File: config.mk
export PLATFORM = sky130hd
export DESIGN_NAME = spec_uart_regs
export DESIGN_NICKNAME = d
export VERILOG_FILES = /design/src/rtl/spec_uart_pkg.sv /design/src/rtl/spec_uart_ctrl.sv /design/src/rtl/spec_uart_dp.sv /design/src/rtl/spec_uart_regs.sv
export SDC_FILE = /design/constraint.sdc
export NUM_CORES = 1
export LEC_CHECK = 0
export ABC_AREA = 1
export BUFFER_PORTS_ARGS = -buffer_cell sky130_fd_sc_hd__buf_2
export CAP_MARGIN = 0
export CORE_MARGIN = 10
export CORE_UTILIZATION = 55
export CTS_BUF_LIST = sky130_fd_sc_hd__clkbuf_8 sky130_fd_sc_hd__clkbuf_16
export DETAILED_ROUTE_END_ITERATION = 16
export MAX_ROUTING_LAYER = met4
export PLACE_DENSITY = 0.82
export RECOVER_POWER = 25
export SLEW_MARGIN = 20
export SYNTH_ARGS = -nofsm -noshare
export SYNTH_HDL_FRONTEND = slang
export SYNTH_SLANG_ARGS = --single-unit
File: constraint.sdc
create_clock -name clk -period 3.5 [get_ports clk]
set_clock_uncertainty 0.1 [all_clocks]
set_input_delay 0.35 -clock clk [delete_from_list [all_inputs] [get_ports clk]]
set_output_delay 0.35 -clock clk [all_outputs]
set_load 0.03 [all_outputs]
File: src/rtl/spec_uart_pkg.sv
package spec_uart_pkg;

  localparam logic [1:0] SIZE_BYTE = 2'd0;
  localparam logic [1:0] SIZE_WORD = 2'd2;

  typedef enum logic [1:0] {
    RSP_ZERO,
    RSP_RX_SEXT,
    RSP_RX_ZEXT,
    RSP_STATUS
  } rspSel_e;

  // Strobes from control to datapath, valid in the cycle they are produced
  typedef struct packed {
    logic    push;     // enqueue current request
    logic    pushTx;   // entry being pushed is a transmit entry
    logic    pop;      // head entry retires
    logic    capRx;    // latch receiver byte
    logic    rspLoad;  // register a response
    rspSel_e rspSel;   // response data source
    logic    fault;    // response carries a fault
  } ctrlStb_t;

endpackage

File: src/rtl/spec_uart_ctrl.sv
module spec_uart_ctrl
  import spec_uart_pkg::*;
#(
  parameter int          DEPTH   = 8,
  parameter logic [31:0] TX_ADDR = 32'h1000_0000,
  parameter logic [31:0] RX_ADDR = 32'h1000_0004,
  parameter logic [31:0] ST_ADDR = 32'h1000_0008,
  localparam int         PTR_W   = $clog2(DEPTH)
) (
  input  logic             clk,
  input  logic             rstN,
  input  logic             reqValid,
  input  logic             reqWrite,
  input  logic [31:0]      reqAddr,
  input  logic [1:0]       reqSize,
  input  logic             retireValid,
  input  logic             flush,
  input  logic             headIsTx,
  input  logic             txReady,
  input  logic             rxDone,
  output logic             reqReady,
  output ctrlStb_t         stb,
  output logic [PTR_W-1:0] wrPtr,
  output logic [PTR_W-1:0] rdPtr,
  output logic             headValid,
  output logic [1:0]       specSt
);

  logic [PTR_W:0] count;
  logic [1:0]     archSt;
  logic [1:0]     archNext;
  logic [1:0]     archTog;
  logic [1:0]     seenTog;
  logic           prevTxReady;
  logic           prevRxDone;
  logic           txRise;
  logic           rxRise;
  logic           accept;
  logic           hitTx;
  logic           hitRx;
  logic           hitSt;

  assign reqReady  = (count != DEPTH[PTR_W:0]) && !flush;
  assign headValid = (count != '0);
  assign accept    = reqValid && reqReady;
  assign hitTx     = (reqAddr == TX_ADDR);
  assign hitRx     = (reqAddr == RX_ADDR);
  assign hitSt     = (reqAddr == ST_ADDR);
  assign txRise    = txReady && !prevTxReady;
  assign rxRise    = rxDone && !prevRxDone;

  // Request decode and commit strobes
  always_comb begin
    stb         = '0;
    stb.rspSel  = RSP_ZERO;
    stb.pop     = retireValid && headValid;
    stb.capRx   = rxRise && !archSt[1];
    if (accept) begin
      stb.rspLoad = 1'b1;
      if (reqWrite) begin
        if (hitTx) begin
          stb.push   = 1'b1;
          stb.pushTx = 1'b1;
        end else begin
          stb.fault  = 1'b1;
        end
      end else if (hitRx) begin
        if (reqSize == SIZE_BYTE) begin
          stb.push   = 1'b1;
          stb.rspSel = RSP_RX_SEXT;
        end else if (reqSize == SIZE_WORD) begin
          stb.push   = 1'b1;
          stb.rspSel = RSP_RX_ZEXT;
        end else begin
          stb.fault  = 1'b1;
        end
      end else if (hitSt) begin
        stb.rspSel = RSP_STATUS;
      end else begin
        stb.fault  = 1'b1;
      end
    end
  end

  // Architectural status: UART edges set, retires clear (clear wins)
  always_comb begin
    archNext = archSt;
    if (txRise)    archNext[0] = 1'b1;
    if (stb.capRx) archNext[1] = 1'b1;
    if (stb.pop &&  headIsTx) archNext[0] = 1'b0;
    if (stb.pop && !headIsTx) archNext[1] = 1'b0;
  end

  always_ff @(posedge clk) begin
    if (!rstN) begin
      archSt      <= '0;
      archTog     <= '0;
      prevTxReady <= 1'b0;
      prevRxDone  <= 1'b0;
    end else begin
      prevTxReady <= txReady;
      prevRxDone  <= rxDone;
      archSt      <= archNext;
      archTog     <= archTog ^ (archNext ^ archSt);
    end
  end

  // Speculative status: reloaded when a toggle flag differs, cleared by requests
  always_ff @(posedge clk) begin
    if (!rstN) begin
      specSt  <= '0;
      seenTog <= '0;
    end else if (flush) begin
      specSt  <= archSt;
      seenTog <= archTog;
    end else begin
      for (int i = 0; i < 2; i++) begin
        if (seenTog[i] != archTog[i]) begin
          specSt[i]  <= archSt[i];
          seenTog[i] <= archTog[i];
        end
      end
      if (stb.push &&  stb.pushTx) specSt[0] <= 1'b0;
      if (stb.push && !stb.pushTx) specSt[1] <= 1'b0;
    end
  end

  // Queue pointers
  always_ff @(posedge clk) begin
    if (!rstN || flush) begin
      count <= '0;
      wrPtr <= '0;
      rdPtr <= '0;
    end else begin
      if (stb.push) wrPtr <= wrPtr + 1'b1;
      if (stb.pop)  rdPtr <= rdPtr + 1'b1;
      if (stb.push && !stb.pop)      count <= count + 1'b1;
      else if (stb.pop && !stb.push) count <= count - 1'b1;
    end
  end

  p_push_room_r12: assert property (@(posedge clk) disable iff (!rstN)
    stb.push |-> (count < DEPTH[PTR_W:0]));

  p_rx_edge_r8: assert property (@(posedge clk) disable iff (!rstN)
    $rose(archSt[1]) |-> ($past(rxDone) && !$past(prevRxDone)));

  p_tx_edge_r9: assert property (@(posedge clk) disable iff (!rstN)
    $rose(archSt[0]) |-> $past(txReady));

  p_flush_empty_r11: assert property (@(posedge clk) disable iff (!rstN)
    flush |=> !headValid);

endmodule

File: src/rtl/spec_uart_dp.sv
module spec_uart_dp
  import spec_uart_pkg::*;
#(
  parameter int  DEPTH = 8,
  parameter int  TAG_W = 6,
  localparam int PTR_W = $clog2(DEPTH)
) (
  input  logic             clk,
  input  logic             rstN,
  input  ctrlStb_t         stb,
  input  logic [PTR_W-1:0] wrPtr,
  input  logic [PTR_W-1:0] rdPtr,
  input  logic [31:0]      reqData,
  input  logic [TAG_W-1:0] reqTag,
  input  logic [7:0]       rxData,
  input  logic [1:0]       specSt,
  output logic             headIsTx,
  output logic [TAG_W-1:0] headTag,
  output logic             rspValid,
  output logic [31:0]      rspData,
  output logic             rspFault,
  output logic [TAG_W-1:0] rspTag,
  output logic [7:0]       txData,
  output logic             txStart
);

  logic [DEPTH-1:0] qIsTx;
  logic [7:0]       qByte [DEPTH];
  logic [TAG_W-1:0] qTag  [DEPTH];
  logic [7:0]       rxReg;
  logic [31:0]      rspNext;

  assign headIsTx = qIsTx[rdPtr];
  assign headTag  = qTag[rdPtr];

  always_ff @(posedge clk) begin
    if (!rstN) begin
      qIsTx <= '0;
      for (int i = 0; i < DEPTH; i++) begin
        qByte[i] <= '0;
        qTag[i]  <= '0;
      end
    end else if (stb.push) begin
      qIsTx[wrPtr] <= stb.pushTx;
      qByte[wrPtr] <= stb.pushTx ? reqData[7:0] : 8'h00;
      qTag[wrPtr]  <= reqTag;
    end
  end

  always_ff @(posedge clk) begin
    if (!rstN)          rxReg <= '0;
    else if (stb.capRx) rxReg <= rxData;
  end

  always_comb begin
    unique case (stb.rspSel)
      RSP_RX_SEXT: rspNext = {{24{rxReg[7]}}, rxReg};
      RSP_RX_ZEXT: rspNext = {24'h0, rxReg};
      RSP_STATUS:  rspNext = {30'h0, specSt};
      default:     rspNext = '0;
    endcase
  end

  always_ff @(posedge clk) begin
    if (!rstN) begin
      rspValid <= 1'b0;
      rspData  <= '0;
      rspFault <= 1'b0;
      rspTag   <= '0;
    end else begin
      rspValid <= stb.rspLoad;
      rspData  <= stb.rspLoad ? rspNext : 32'h0;
      rspFault <= stb.rspLoad && stb.fault;
      rspTag   <= reqTag;
    end
  end

  always_ff @(posedge clk) begin
    if (!rstN) begin
      txData  <= '0;
      txStart <= 1'b0;
    end else begin
      txStart <= 1'b0;
      if (stb.pop && headIsTx) begin
        txData  <= qByte[rdPtr];
        txStart <= 1'b1;
      end
    end
  end

  p_tx_pulse_r6: assert property (@(posedge clk) disable iff (!rstN)
    txStart |=> !txStart);

  p_fault_zero_r4: assert property (@(posedge clk) disable iff (!rstN)
    rspFault |-> (rspValid && rspData == 32'h0));

endmodule

File: src/rtl/spec_uart_regs.sv
module spec_uart_regs
  import spec_uart_pkg::*;
#(
  parameter int          DEPTH   = 8,
  parameter int          TAG_W   = 6,
  parameter logic [31:0] TX_ADDR = 32'h1000_0000,
  parameter logic [31:0] RX_ADDR = 32'h1000_0004,
  parameter logic [31:0] ST_ADDR = 32'h1000_0008
) (
  input  logic             clk,
  input  logic             rstN,
  input  logic             reqValid,
  output logic             reqReady,
  input  logic             reqWrite,
  input  logic [31:0]      reqAddr,
  input  logic [1:0]       reqSize,
  input  logic [31:0]      reqData,
  input  logic [TAG_W-1:0] reqTag,
  output logic             rspValid,
  output logic [31:0]      rspData,
  output logic             rspFault,
  output logic [TAG_W-1:0] rspTag,
  input  logic             retireValid,
  input  logic             flush,
  output logic             headValid,
  output logic [TAG_W-1:0] headTag,
  output logic [7:0]       txData,
  output logic             txStart,
  input  logic             txReady,
  input  logic [7:0]       rxData,
  input  logic             rxDone
);

  localparam int PTR_W = $clog2(DEPTH);

  ctrlStb_t         stb;
  logic [PTR_W-1:0] wrPtr;
  logic [PTR_W-1:0] rdPtr;
  logic [1:0]       specSt;
  logic             headIsTx;

  spec_uart_ctrl #(
    .DEPTH(DEPTH), .TX_ADDR(TX_ADDR), .RX_ADDR(RX_ADDR), .ST_ADDR(ST_ADDR)
  ) uCtrl (
    .clk(clk), .rstN(rstN), .reqValid(reqValid), .reqWrite(reqWrite),
    .reqAddr(reqAddr), .reqSize(reqSize), .retireValid(retireValid),
    .flush(flush), .headIsTx(headIsTx), .txReady(txReady), .rxDone(rxDone),
    .reqReady(reqReady), .stb(stb), .wrPtr(wrPtr), .rdPtr(rdPtr),
    .headValid(headValid), .specSt(specSt)
  );

  spec_uart_dp #(.DEPTH(DEPTH), .TAG_W(TAG_W)) uDp (
    .clk(clk), .rstN(rstN), .stb(stb), .wrPtr(wrPtr), .rdPtr(rdPtr),
    .reqData(reqData), .reqTag(reqTag), .rxData(rxData), .specSt(specSt),
    .headIsTx(headIsTx), .headTag(headTag), .rspValid(rspValid),
    .rspData(rspData), .rspFault(rspFault), .rspTag(rspTag),
    .txData(txData), .txStart(txStart)
  );

endmodule

==> results.sh, run 1 <==
export IMPL_status="completed"
export IMPL_cts_sinks=177
export IMPL_net_switching_power_mw=0.957
export IMPL_drc_errors=0
export IMPL_die_height_um=140
export IMPL_postLayoutCoreUtil_pct=64.9
export IMPL_slew_violations=0
export IMPL_placed_cell_area_sq_mm=0.00861
export IMPL_fin_nets=1044
export IMPL_clock_power_share_pct=42.0
export IMPL_grtUsageTotal_pct=20.5
export IMPL_vias_per_cell=5.42
export IMPL_crit_start="rstN"
export IMPL_synth_area_sq_mm=0.00798
export IMPL_htreeDepth=4
export IMPL_clock_root_buffer="clkbuf_16"
export IMPL_grt_first_pass_wirelength_um=31300
export IMPL_area_growth_syn_to_layout_pct=14.2
export IMPL_rrSetupSlack_ps=570
export IMPL_critPathRequiredTime_ps=3370
export IMPL_max_clock_path_buffers=2
export IMPL_routed_wl_um=19700
export IMPL_clk_latency_ps=440
export IMPL_dieWidth_um=140
export IMPL_n_antenna_cell=0
export IMPL_setup_worst_path_start_class="input port"
export IMPL_finalCriticalPeriod_ps=2950
export IMPL_synthTopCellsByArea="edfxtp_1, dfxtp_1, nor2_1"
export IMPL_grt_setup_unrepaired="false"
export IMPL_slew_headroom_pct=16.8
export IMPL_fillCellCount=1119
export IMPL_drv_cap=0
export IMPL_start_util_pct=56.9
export IMPL_final_common_cell="nor2_1"
export IMPL_cts_reportedPaths_clkPinSlew_ps=60
export IMPL_yosysTopAreaCell="edfxtp_1"
export IMPL_tightest_slew_ps=1250
export IMPL_dp_hpwl_um=13100
export IMPL_final_seq_area_sq_mm=0.00466
export IMPL_yosys_register_bits=177
export IMPL_cp_end_kind="flop"
export IMPL_syn_nets=941
export IMPL_p_int_mw=3.43
export IMPL_numCtsBuffers=17
export IMPL_fin_area_sq_mm=0.00912
export IMPL_antenna_found_initial=0
export IMPL_synth_edf_count=112
export IMPL_synth_cells=847
export IMPL_ys_seq_area_share_pct=58.4
export IMPL_ir_drop_v=0.000426
export IMPL_holdBufCountCts=0
export IMPL_synth_warnings=0
export IMPL_hold_start="rxDone"
export IMPL_min_path_type="in2reg"
export IMPL_multi_input_area_sq_mm=0.00275
export IMPL_ys_types=40
export IMPL_finalSetupTns_ps=0
export IMPL_numPortBuffers=120
export IMPL_timing_fmax_mhz=339
export IMPL_async_flop_share_pct=0
export IMPL_pin_count=145
export IMPL_cts_setup_buffers=0
export IMPL_antenna_left=0
export IMPL_hold_violations=0
export IMPL_power_share_switching_pct=21.8
export IMPL_synth_area_per_cell_sq_um=9.43
export IMPL_leakage_nw=3.72
export IMPL_p_comb_share_pct=4.9
export IMPL_powerDensity_mw_per_mm2=481
export IMPL_drive_above_1_share_pct=15.4
export IMPL_core_area_sq_mm=0.0140
export IMPL_grt_pass1_vias=6180
export IMPL_synth_ff_type="edfxtp_1"
export IMPL_die_area_sq_mm=0.0197
export IMPL_rows=43
export IMPL_cp_arrival_ps=2820
export IMPL_critPathKind="in2reg"
export IMPL_r2r_start="uCtrl.count[0]$_SDFFE_PP0P_"
export IMPL_first_pass_iters=5
export IMPL_cts_tree="done"
export IMPL_fin_crit_sh_pct=84.2
export IMPL_post_cts_resize_count=0
export IMPL_drtIter0Drc=510
export IMPL_grt_max_degree=27
export IMPL_grt_ovfl_total=0
export IMPL_via_count=6199
export IMPL_setup_slack_ps=554
export IMPL_setup_viol=0
export IMPL_mostFrequentLayoutCells="nor2_1, edfxtp_1, nand2_1, o21ai_0, buf_2"
export IMPL_synth_top_area_share_pct=42.1
export IMPL_pwr_share_seq_pct=53.0
export IMPL_place_gp_congestion=0.805
export IMPL_routedWlPerCell_um=17.2
export IMPL_post_place_ws_ps=536
export IMPL_path_max_fanout=26
-- kinds of logic after synthesis --
| logic type | after synthesis | synth area share [%] |
|---|---|---|
| buffers and inverters | 117 | 7.08 |
| AO/OA/AOI/OAI | 147 | 9.94 |
| XOR/XNOR | 3 | 0.329 |
| flip-flops | 177 | 58.4 |
| AND/OR/NAND/NOR | 397 | 23.2 |
| adder cells (fa/ha/maj) | 6 | 1.03 |
-- worst paths after layout --
path | end | depth (start not counted)
max | uDp.qByte[4][6]$_SDFFCE_PN0P_ | 3
min | uCtrl.prevRxDone$_SDFF_PN0_ | 3
max reg2reg | uCtrl.count[3]$_SDFFE_PP0P_ | 17
min reg2reg | uDp.rspData[5]$_SDFF_PN0_ | 2
-- critical path, cell delays in order --
cell and delay, ps:
clkbuf_1 640, clkbuf_1 980, nand2_1 820
-- registers in the layout, summed over array words and instances, names as in the netlist, named ones only --
signal	count
uCtrl.archSt	2
uCtrl.count	4
uDp.rspValid	1
uCtrl.prevTxReady	1
uDp.rspData	9
uDp.rspTag	6
uCtrl.rdPtr	3
uCtrl.archTog	2
uDp.qTag	48
uCtrl.wrPtr	3
uCtrl.specSt	2
uDp.rxReg	8
uDp.rspFault	1
uDp.qByte	64
uCtrl.seenTog	2
uCtrl.prevRxDone	1
uDp.txStart	1
uDp.qIsTx	8
uDp.txData	8
-- cells in the mapped netlist (2+ instances only) --
master	number
nor2_1	241
edfxtp_1	112
nand2_1	90
o21ai_0	85
dfxtp_1	65
inv_1	62
buf_4	24
nand3_1	24
o22ai_1	23
a21oi_1	21
clkbuf_1	18
a31oi_1	14
nand3_2	12
nand4_4	8
buf_2	7
nor3_1	6
ha_1	5
nor2_2	4
clkinv_1	2
nand3_4	2
nor2_4	2
xor2_1	2
-- per-stage QoR --
| stage | hold WS (ps) | power, mW | std cells |
|---|---|---|---|
| floorplan | 324 | 2.49 | 847 |
| global placement | 332 | 2.58 | 1111 |
| detailed placement | 336 | 2.59 | 1111 |
| finish | 14.4 | 4.38 | 1143 |
| CTS | 2.51 | 4.40 | 1143 |
| global route | 22.8 | 4.51 | 1143 |
-- cell type report --
type | count | share of cell area, %
Clock buffer | 23 | 5.82
Timing Repair Buffer | 136 | 7.15
Sequential cell | 177 | 51.1
Multi-Input combinational cell | 553 | 30.2
Clock inverter | 9 | 0.549
Inverter | 65 | 2.68
Tap cell | 180 | 2.47
-- power by group through the flow --
| stage | sequential, mW | clock [mW] | combinational (mW) |
|---|---|---|---|
| final | 2.33 | 1.84 | 0.216 |
| after global routing | 2.33 | 1.94 | 0.243 |
| after CTS | 2.33 | 1.86 | 0.219 |
| after detailed placement | 2.37 | 0 | 0.218 |
| after global placement | 2.37 | 0 | 0.212 |
| after floorplan | 2.37 | 0 | 0.119 |
-- routing by layer --
metal | vias up | part of all wire (%) | global-route usage (%)
met4 | 0 | 3.0 | 10.1
li1 | 3026 | - | -
met1 | 2914 | 38 | 22.1
met5 | - | 0 | -
met2 | 205 | 52 | 35.1
met3 | 54 | 6.4 | 4.23
Note: power is estimated with default switching activity, not from simulation.
==> inputs of run 2 (changes only) <==
--- a/config.mk
+++ b/config.mk
@@ -9,11 +9,11 @@
 export BUFFER_PORTS_ARGS = -buffer_cell sky130_fd_sc_hd__buf_2
 export CAP_MARGIN = 0
 export CORE_MARGIN = 10
-export CORE_UTILIZATION = 55
+export CORE_UTILIZATION = 50
 export CTS_BUF_LIST = sky130_fd_sc_hd__clkbuf_8 sky130_fd_sc_hd__clkbuf_16
 export DETAILED_ROUTE_END_ITERATION = 16
 export MAX_ROUTING_LAYER = met4
-export PLACE_DENSITY = 0.82
+export PLACE_DENSITY = 0.79
 export RECOVER_POWER = 25
 export SLEW_MARGIN = 20
 export SYNTH_ARGS = -nofsm -noshare
==> constraint.sdc (replaced) <==
create_clock -name clk -period 2.6 [get_ports clk]
set_clock_uncertainty 0.1 [all_clocks]
set_input_delay 0.26 -clock clk [delete_from_list [all_inputs] [get_ports clk]]
set_output_delay 0.26 -clock clk [all_outputs]
set_load 0.03 [all_outputs]
==> run 2 against run 1 <==
Against the previous run:
- critical path depth grew 3
- register-to-register slack lost 340 ps
- global-route usage shrank 1.4 points
- wire length grew 0.33%
- non-clock buffer count grew 34
- first-iteration DRC count grew 9.8%
- final cell count grew 6.1%
- largest power group unchanged
==> results.sh, run 2 (synthesis gave the netlist of run 1 again) <==
export IMPL_tightest_slew_ps=565
export IMPL_rows=46
export IMPL_first_pass_iters=5
export IMPL_ir_drop_v=0.000532
export IMPL_hold_start="rxData[3]"
export IMPL_postLayoutCoreUtil_pct=60.4
export IMPL_fin_nets=1078
export IMPL_placed_cell_area_sq_mm=0.00884
export IMPL_max_clock_path_buffers=2
export IMPL_r2r_cells=16
export IMPL_status="completed"
export IMPL_path_max_fanout=13
export IMPL_drtIter0Drc=560
export IMPL_holdPathStages=3
export IMPL_dp_hpwl_um=13700
export IMPL_cts_tree="done"
export IMPL_start_util_pct=50.6
export IMPL_place_inst=1172
export IMPL_htreeDepth=4
export IMPL_finalSetupTns_ps=0
export IMPL_slew_violations=0
export IMPL_fin_crit_sh_pct=92.4
export IMPL_pin_count=145
export IMPL_cts_sinks=177
export IMPL_rrSetupSlack_ps=230
export IMPL_via_count=6406
export IMPL_grt_ovfl_total=0
export IMPL_r2r_start="uCtrl.count[1]$_SDFFE_PP0P_"
export IMPL_cts_reportedPaths_clkPinSlew_ps=60
export IMPL_routedWlPerCell_um=16.3
export IMPL_clk_latency_ps=440
export IMPL_setup_viol=0
export IMPL_mostFrequentLayoutCells="nor2_1, edfxtp_1, buf_2, nand2_1, o21ai_0"
export IMPL_die_height_um=146
export IMPL_numPortBuffers=120
export IMPL_n_antenna_cell=0
export IMPL_post_place_ws_ps=2.45
export IMPL_grt_first_pass_wirelength_um=31800
export IMPL_grt_pass1_vias=6421
export IMPL_cp_arrival_ps=2040
export IMPL_dieWidth_um=146
export IMPL_area_growth_syn_to_layout_pct=19.3
export IMPL_leakage_nw=4.00
export IMPL_regMostFlops="uDp.qByte"
export IMPL_drive_above_1_share_pct=20.2
export IMPL_numCtsBuffers=17
export IMPL_slew_headroom_pct=62.1
export IMPL_setup_worst_path_start_class="flop"
export IMPL_core_area_sq_mm=0.0158
export IMPL_fin_area_sq_mm=0.00952
export IMPL_timing_fmax_mhz=416
export IMPL_vias_per_cell=5.28
export IMPL_place_gp_congestion=0.844
export IMPL_die_area_sq_mm=0.0214
export IMPL_hold_violations=0
export IMPL_largest_reg_flops=64
export IMPL_min_path_type="in2reg"
export IMPL_antenna_left=0
export IMPL_grtUsageTotal_pct=19.0
export IMPL_stdcell_count=1213
export IMPL_reg2reg_to="uCtrl.count[3]$_SDFFE_PP0P_"
export IMPL_drc_errors=0
export IMPL_setup_slack_ps=198
export IMPL_clock_root_buffer="clkbuf_16"
export IMPL_cp_end_kind="output port"
export IMPL_drv_cap=0
export IMPL_finalCriticalPeriod_ps=2400
export IMPL_min_to="uDp.rxReg[3]$_SDFFE_PN0P_"
export IMPL_powerDensity_mw_per_mm2=637
export IMPL_antenna_found_initial=0
export IMPL_top_regs="uDp.qByte (64), uDp.qTag (48), uDp.rspData (9)"
export IMPL_final_common_cell="nor2_1"
export IMPL_critPathKind="reg2out"
export IMPL_critPathRequiredTime_ps=2240
export IMPL_routed_wl_um=19800
export IMPL_grt_max_degree=45
-- run 2: changes by cell type in the layout (fill, tap and decap cells not counted), moves of 3 or more --
| cell | change |
|---|---|
| buf_2 | +24 |
| buf_4 | +25 |
| bufinv_16 | +3 |
| clkbuf_1 | -24 |
| clkbuf_8 | -4 |
| clkinv_2 | -4 |
| clkinv_4 | +3 |
| dlygate4sd3_1 | +9 |
| inv_6 | +4 |
-- run 2: critical path: stages, from the launching register on --
cell	delay, ps
dfxtp_2	390
inv_1	310
o21ai_0	150
o22ai_1	180
nor2_1	70
a31oi_1	240
buf_2	250
-- run 2: how the worst max path moves through the flow --
stage | from | end | slack (ps)
4_1_cts | flop | headTag[1] | 60
3_3_place_gp | reqAddr[15] | uCtrl.count[3]$_SDFFE_PP0P_ | 50
6_report | flop | headTag[1] | 200
5_1_grt | uCtrl.count[2]$_SDFFE_PP0P_ | uCtrl.count[3]$_SDFFE_PP0P_ | -30
2_1_floorplan | uCtrl.count[0]$_SDFFE_PP0P_ | uCtrl.count[3]$_SDFFE_PP0P_ | 50
3_5_place_dp | reqAddr[15] | uCtrl.count[3]$_SDFFE_PP0P_ | 2
-- run 2: cell type report --
type / count / area (sq um)
fill: 1364 / 6250
clock buffer: 17 / 425
clock inverter: 15 / 183
inverter: 65 / 248
tap: 216 / 270
timing repair buffer: 170 / 960
multi-input combinational: 553 / 2770
sequential: 177 / 4670
-- run 2: per-stage QoR --
step	power, mW	hold slack, ps
final	6.07	19.8
after global routing	6.27	82.3
after CTS	6.10	8.27
after detailed placement	3.50	344
after global placement	3.48	330
after floorplan	3.35	258
-- run 2: report_power, final --
group	switching [mW]	total, mW	internal [mW]	leakage (nW)
Clock	1.09	2.61	1.52	0.290
Sequential	0.0374	3.13	3.09	1.60
Combinational	0.208	0.321	0.113	2.11
-- run 2: repair_timing --
item	in CTS	in global routing
hold buffers	9	0
buffers inserted	0	0
endpoints found under the setup margin	0	4
hold endpoints to repair	9	0
gates resized for setup	0	7
-- run 2: layer usage --
metal | track usage (%) | vias up | wire length, um | part of all wire, %
li1 | - | 3106 | - | -
met1 | 21.4 | 3045 | 7800 | 39
met2 | 32.6 | 223 | 10300 | 52
met3 | 4.85 | 32 | 1270 | 6.4
met4 | 6.21 | 0 | 354 | 1.8
met5 | - | - | 0 | 0
==> inputs of run 3 (changes only) <==
--- a/config.mk
+++ b/config.mk
@@ -5,7 +5,6 @@
 export SDC_FILE = /design/constraint.sdc
 export NUM_CORES = 1
 export LEC_CHECK = 0
-export ABC_AREA = 1
 export BUFFER_PORTS_ARGS = -buffer_cell sky130_fd_sc_hd__buf_2
 export CAP_MARGIN = 0
 export CORE_MARGIN = 10
@@ -15,6 +14,7 @@
 export MAX_ROUTING_LAYER = met4
 export PLACE_DENSITY = 0.79
 export RECOVER_POWER = 25
+export REMOVE_ABC_BUFFERS = 1
 export SLEW_MARGIN = 20
 export SYNTH_ARGS = -nofsm -noshare
 export SYNTH_HDL_FRONTEND = slang
==> run 3 against run 2 <==
Against the previous run:
- register-to-register slack lost 210 ps
- critical endpoint is now uCtrl.count[3]$_SDFFE_PP0P_
- first-iteration DRC count shrank 3.0%
- final cell count shrank 21%
- non-clock buffer count grew 13
- area after synthesis shrank 3.7%
==> results.sh, run 3 <==
export IMPL_antenna_left=0
export IMPL_via_count=5354
export IMPL_synth_top_area_share_pct=43.7
export IMPL_drive_above_1_share_pct=30.6
export IMPL_cp_end_kind="flop"
export IMPL_ir_drop_v=0.000508
export IMPL_regMostFlops="uDp.qByte"
export IMPL_yosysTopAreaCell="edfxtp_1"
export IMPL_timing_fmax_mhz=388
export IMPL_final_common_cell="nor2_1"
export IMPL_numCtsBuffers=17
export IMPL_htreeDepth=4
export IMPL_pin_count=145
export IMPL_cp_arrival_ps=2840
export IMPL_tightest_slew_ps=839
export IMPL_setup_slack_ps=22.8
export IMPL_ys_types=53
export IMPL_synth_cells=615
export IMPL_mostFrequentLayoutCells="nor2_1, edfxtp_1, buf_2, dfxtp_1, buf_4"
export IMPL_fillCellCount=1139
export IMPL_multi_input_area_sq_mm=0.00274
export IMPL_synth_area_per_cell_sq_um=12.5
export IMPL_grt_pass1_vias=5589
export IMPL_core_area_sq_mm=0.0151
export IMPL_slew_violations=0
export IMPL_largest_reg_flops=64
export IMPL_r2r_start="uCtrl.count[1]$_SDFFE_PP0P_"
export IMPL_path_max_fanout=3
export IMPL_fin_nets=856
export IMPL_numPortBuffers=120
export IMPL_finalCriticalPeriod_ps=2580
export IMPL_holdPathStages=3
export IMPL_r2r_cells=11
export IMPL_critPathRequiredTime_ps=2860
export IMPL_hold_violations=0
export IMPL_max_clock_path_buffers=2
export IMPL_reg2reg_to="uCtrl.count[3]$_SDFFE_PP0P_"
export IMPL_area_growth_syn_to_layout_pct=21.4
export IMPL_power_total_mw=6.01
export IMPL_first_pass_iters=5
export IMPL_synth_commonest_cells="nor2_1, edfxtp_1, dfxtp_1"
export IMPL_grt_first_pass_wirelength_um=29600
export IMPL_clk_latency_ps=430
export IMPL_final_seq_area_sq_mm=0.00467
export IMPL_cts_tree="done"
export IMPL_rrSetupSlack_ps=20
export IMPL_setup_worst_path_start_class="flop"
export IMPL_cts_sinks=177
export IMPL_critPathKind="reg2reg"
export IMPL_drc_errors=0
export IMPL_grt_ovfl_total=0
export IMPL_die_height_um=144
export IMPL_drv_cap=0
export IMPL_finalSetupTns_ps=0
export IMPL_synth_ff_type="edfxtp_1"
export IMPL_top_regs="uDp.qByte (64), uDp.qTag (48), uDp.rspData (9)"
export IMPL_grt_max_degree=27
export IMPL_die_area_sq_mm=0.0207
export IMPL_antenna_found_initial=0
export IMPL_min_path_type="in2reg"
export IMPL_status="completed"
export IMPL_cts_reportedPaths_clkPinSlew_ps=70
export IMPL_finalHoldWorstSlack_ps=2.73
export IMPL_grt_setup_unrepaired="true"
export IMPL_vias_per_cell=5.55
export IMPL_routedWlPerCell_um=19.6
export IMPL_ys_seq_area_share_pct=60.7
export IMPL_fin_area_sq_mm=0.00934
export IMPL_routed_wl_um=18900
export IMPL_setup_viol=0
export IMPL_placed_cell_area_sq_mm=0.00857
export IMPL_min_to="uDp.rxReg[5]$_SDFFE_PN0P_"
export IMPL_synth_warnings=0
export IMPL_yosys_register_bits=177
export IMPL_grtUsageTotal_pct=19.2
export IMPL_dp_hpwl_um=13100
export IMPL_start_util_pct=50.8
export IMPL_powerDensity_mw_per_mm2=644
export IMPL_synth_area_sq_mm=0.00769
export IMPL_synthTopCellsByArea="edfxtp_1, dfxtp_1, mux4_2"
export IMPL_slew_headroom_pct=44.0
export IMPL_fin_crit_sh_pct=99.1
export IMPL_drtIter0Drc=543
export IMPL_place_gp_congestion=0.824
export IMPL_clock_root_buffer="clkbuf_16"
export IMPL_dieWidth_um=144
export IMPL_async_flop_share_pct=0
export IMPL_leakage_nw=3.49
export IMPL_synth_edf_count=112
export IMPL_rows=45
export IMPL_yosysMostFrequentCell="nor2_1"
export IMPL_hold_start="rxData[5]"
export IMPL_post_place_ws_ps=-407
run 3: cell count changes in the layout (fill, tap and decap cells not counted), sizes merged, moves of 22 or more:
cell	before	now
nand2	92	46
inv	66	12
nor2	248	129
nand3	38	4
o21ai	86	22
o22ai	23	1
mux4	0	30
run 3: per-layer routing:
metal / up-vias / wire length (um) / part of all wire [%] / global-route usage (%)
li1: 2476 / - / - / -
met1: 2648 / 7400 / 39 / 22.0
met3: 34 / 937 / 5.0 / 2.72
met2: 196 / 10200 / 54 / 33.4
met5: - / 0 / 0 / -
met4: 0 / 335 / 1.8 / 7.25
run 3: power breakdown:
| part | internal [mW] | switching (mW) | total (mW) | leakage, nW |
|---|---|---|---|---|
| Combinational | 0.146 | 0.169 | 0.315 | 1.59 |
| Sequential | 3.09 | 0.0422 | 3.13 | 1.61 |
| Clock | 1.45 | 1.11 | 2.57 | 0.287 |
| Total | 4.69 | 1.33 | 6.01 | 3.49 |
run 3: logic make-up after synthesis:
family                   synth area share, %
AO/OA/AOI/OAI                           4.62
XOR/XNOR                               0.911
adder cells (fa/ha/maj)                 1.07
buffers and inverters                   4.52
flip-flops                              60.7
multiplexers                            12.3
AND/OR/NAND/NOR                         15.9
run 3: cell type report:
| class | instances | share of cell area [%] |
|---|---|---|
| inverters | 7 | 0.362 |
| flip-flops and latches | 177 | 50.0 |
| clock buffers | 18 | 4.70 |
| repair buffers | 183 | 11.5 |
| multi-input cells | 376 | 29.3 |
| diodes | 1 | 0.0268 |
| well taps | 188 | 2.52 |
| clock inverters | 14 | 1.66 |
run 3: worst max-delay path by stage:
| stage | start | end |
|---|---|---|
| 2_1_floorplan | uDp.rspData[30]$_SDFF_PN0_ | rspData[10] |
| 3_3_place_gp | reqAddr[4] | uCtrl.count[3]$_SDFFE_PP0P_ |
| 5_1_grt | uCtrl.count[0]$_SDFFE_PP0P_ | uCtrl.count[3]$_SDFFE_PP0P_ |
| 4_1_cts | uCtrl.count[0]$_SDFFE_PP0P_ | uCtrl.count[3]$_SDFFE_PP0P_ |
| 6_report | uCtrl.count[1]$_SDFFE_PP0P_ | uCtrl.count[3]$_SDFFE_PP0P_ |
| 3_5_place_dp | reqAddr[25] | uCtrl.count[3]$_SDFFE_PP0P_ |
run 3: timing repair:
item	4_1_cts	5_1_grt
setup endpoints to repair	2	2
pin swaps	8	0
hold endpoints to repair	13	0
setup buffers	1	0
hold buffers	13	0
resized for setup	12	5
run 3: critical path, cell delays in order (launching register included):
cell and delay (ps):
dfxtp_2 340, or4_4 560, and2_4 170, inv_4 70, ha_4 140, inv_4 40, buf_4 140, ha_4 210
a21oi_2 150, xnor2_1 90, or3_1 360, a21oi_2 130
run 3: metrics by stage:
stage                     cells  utilization [%]
after floorplan             560                -
after global routing        963             61.6
after CTS                   963             61.8
after detailed placement    917             56.6
after global placement      917             56.6
final                       964             61.7
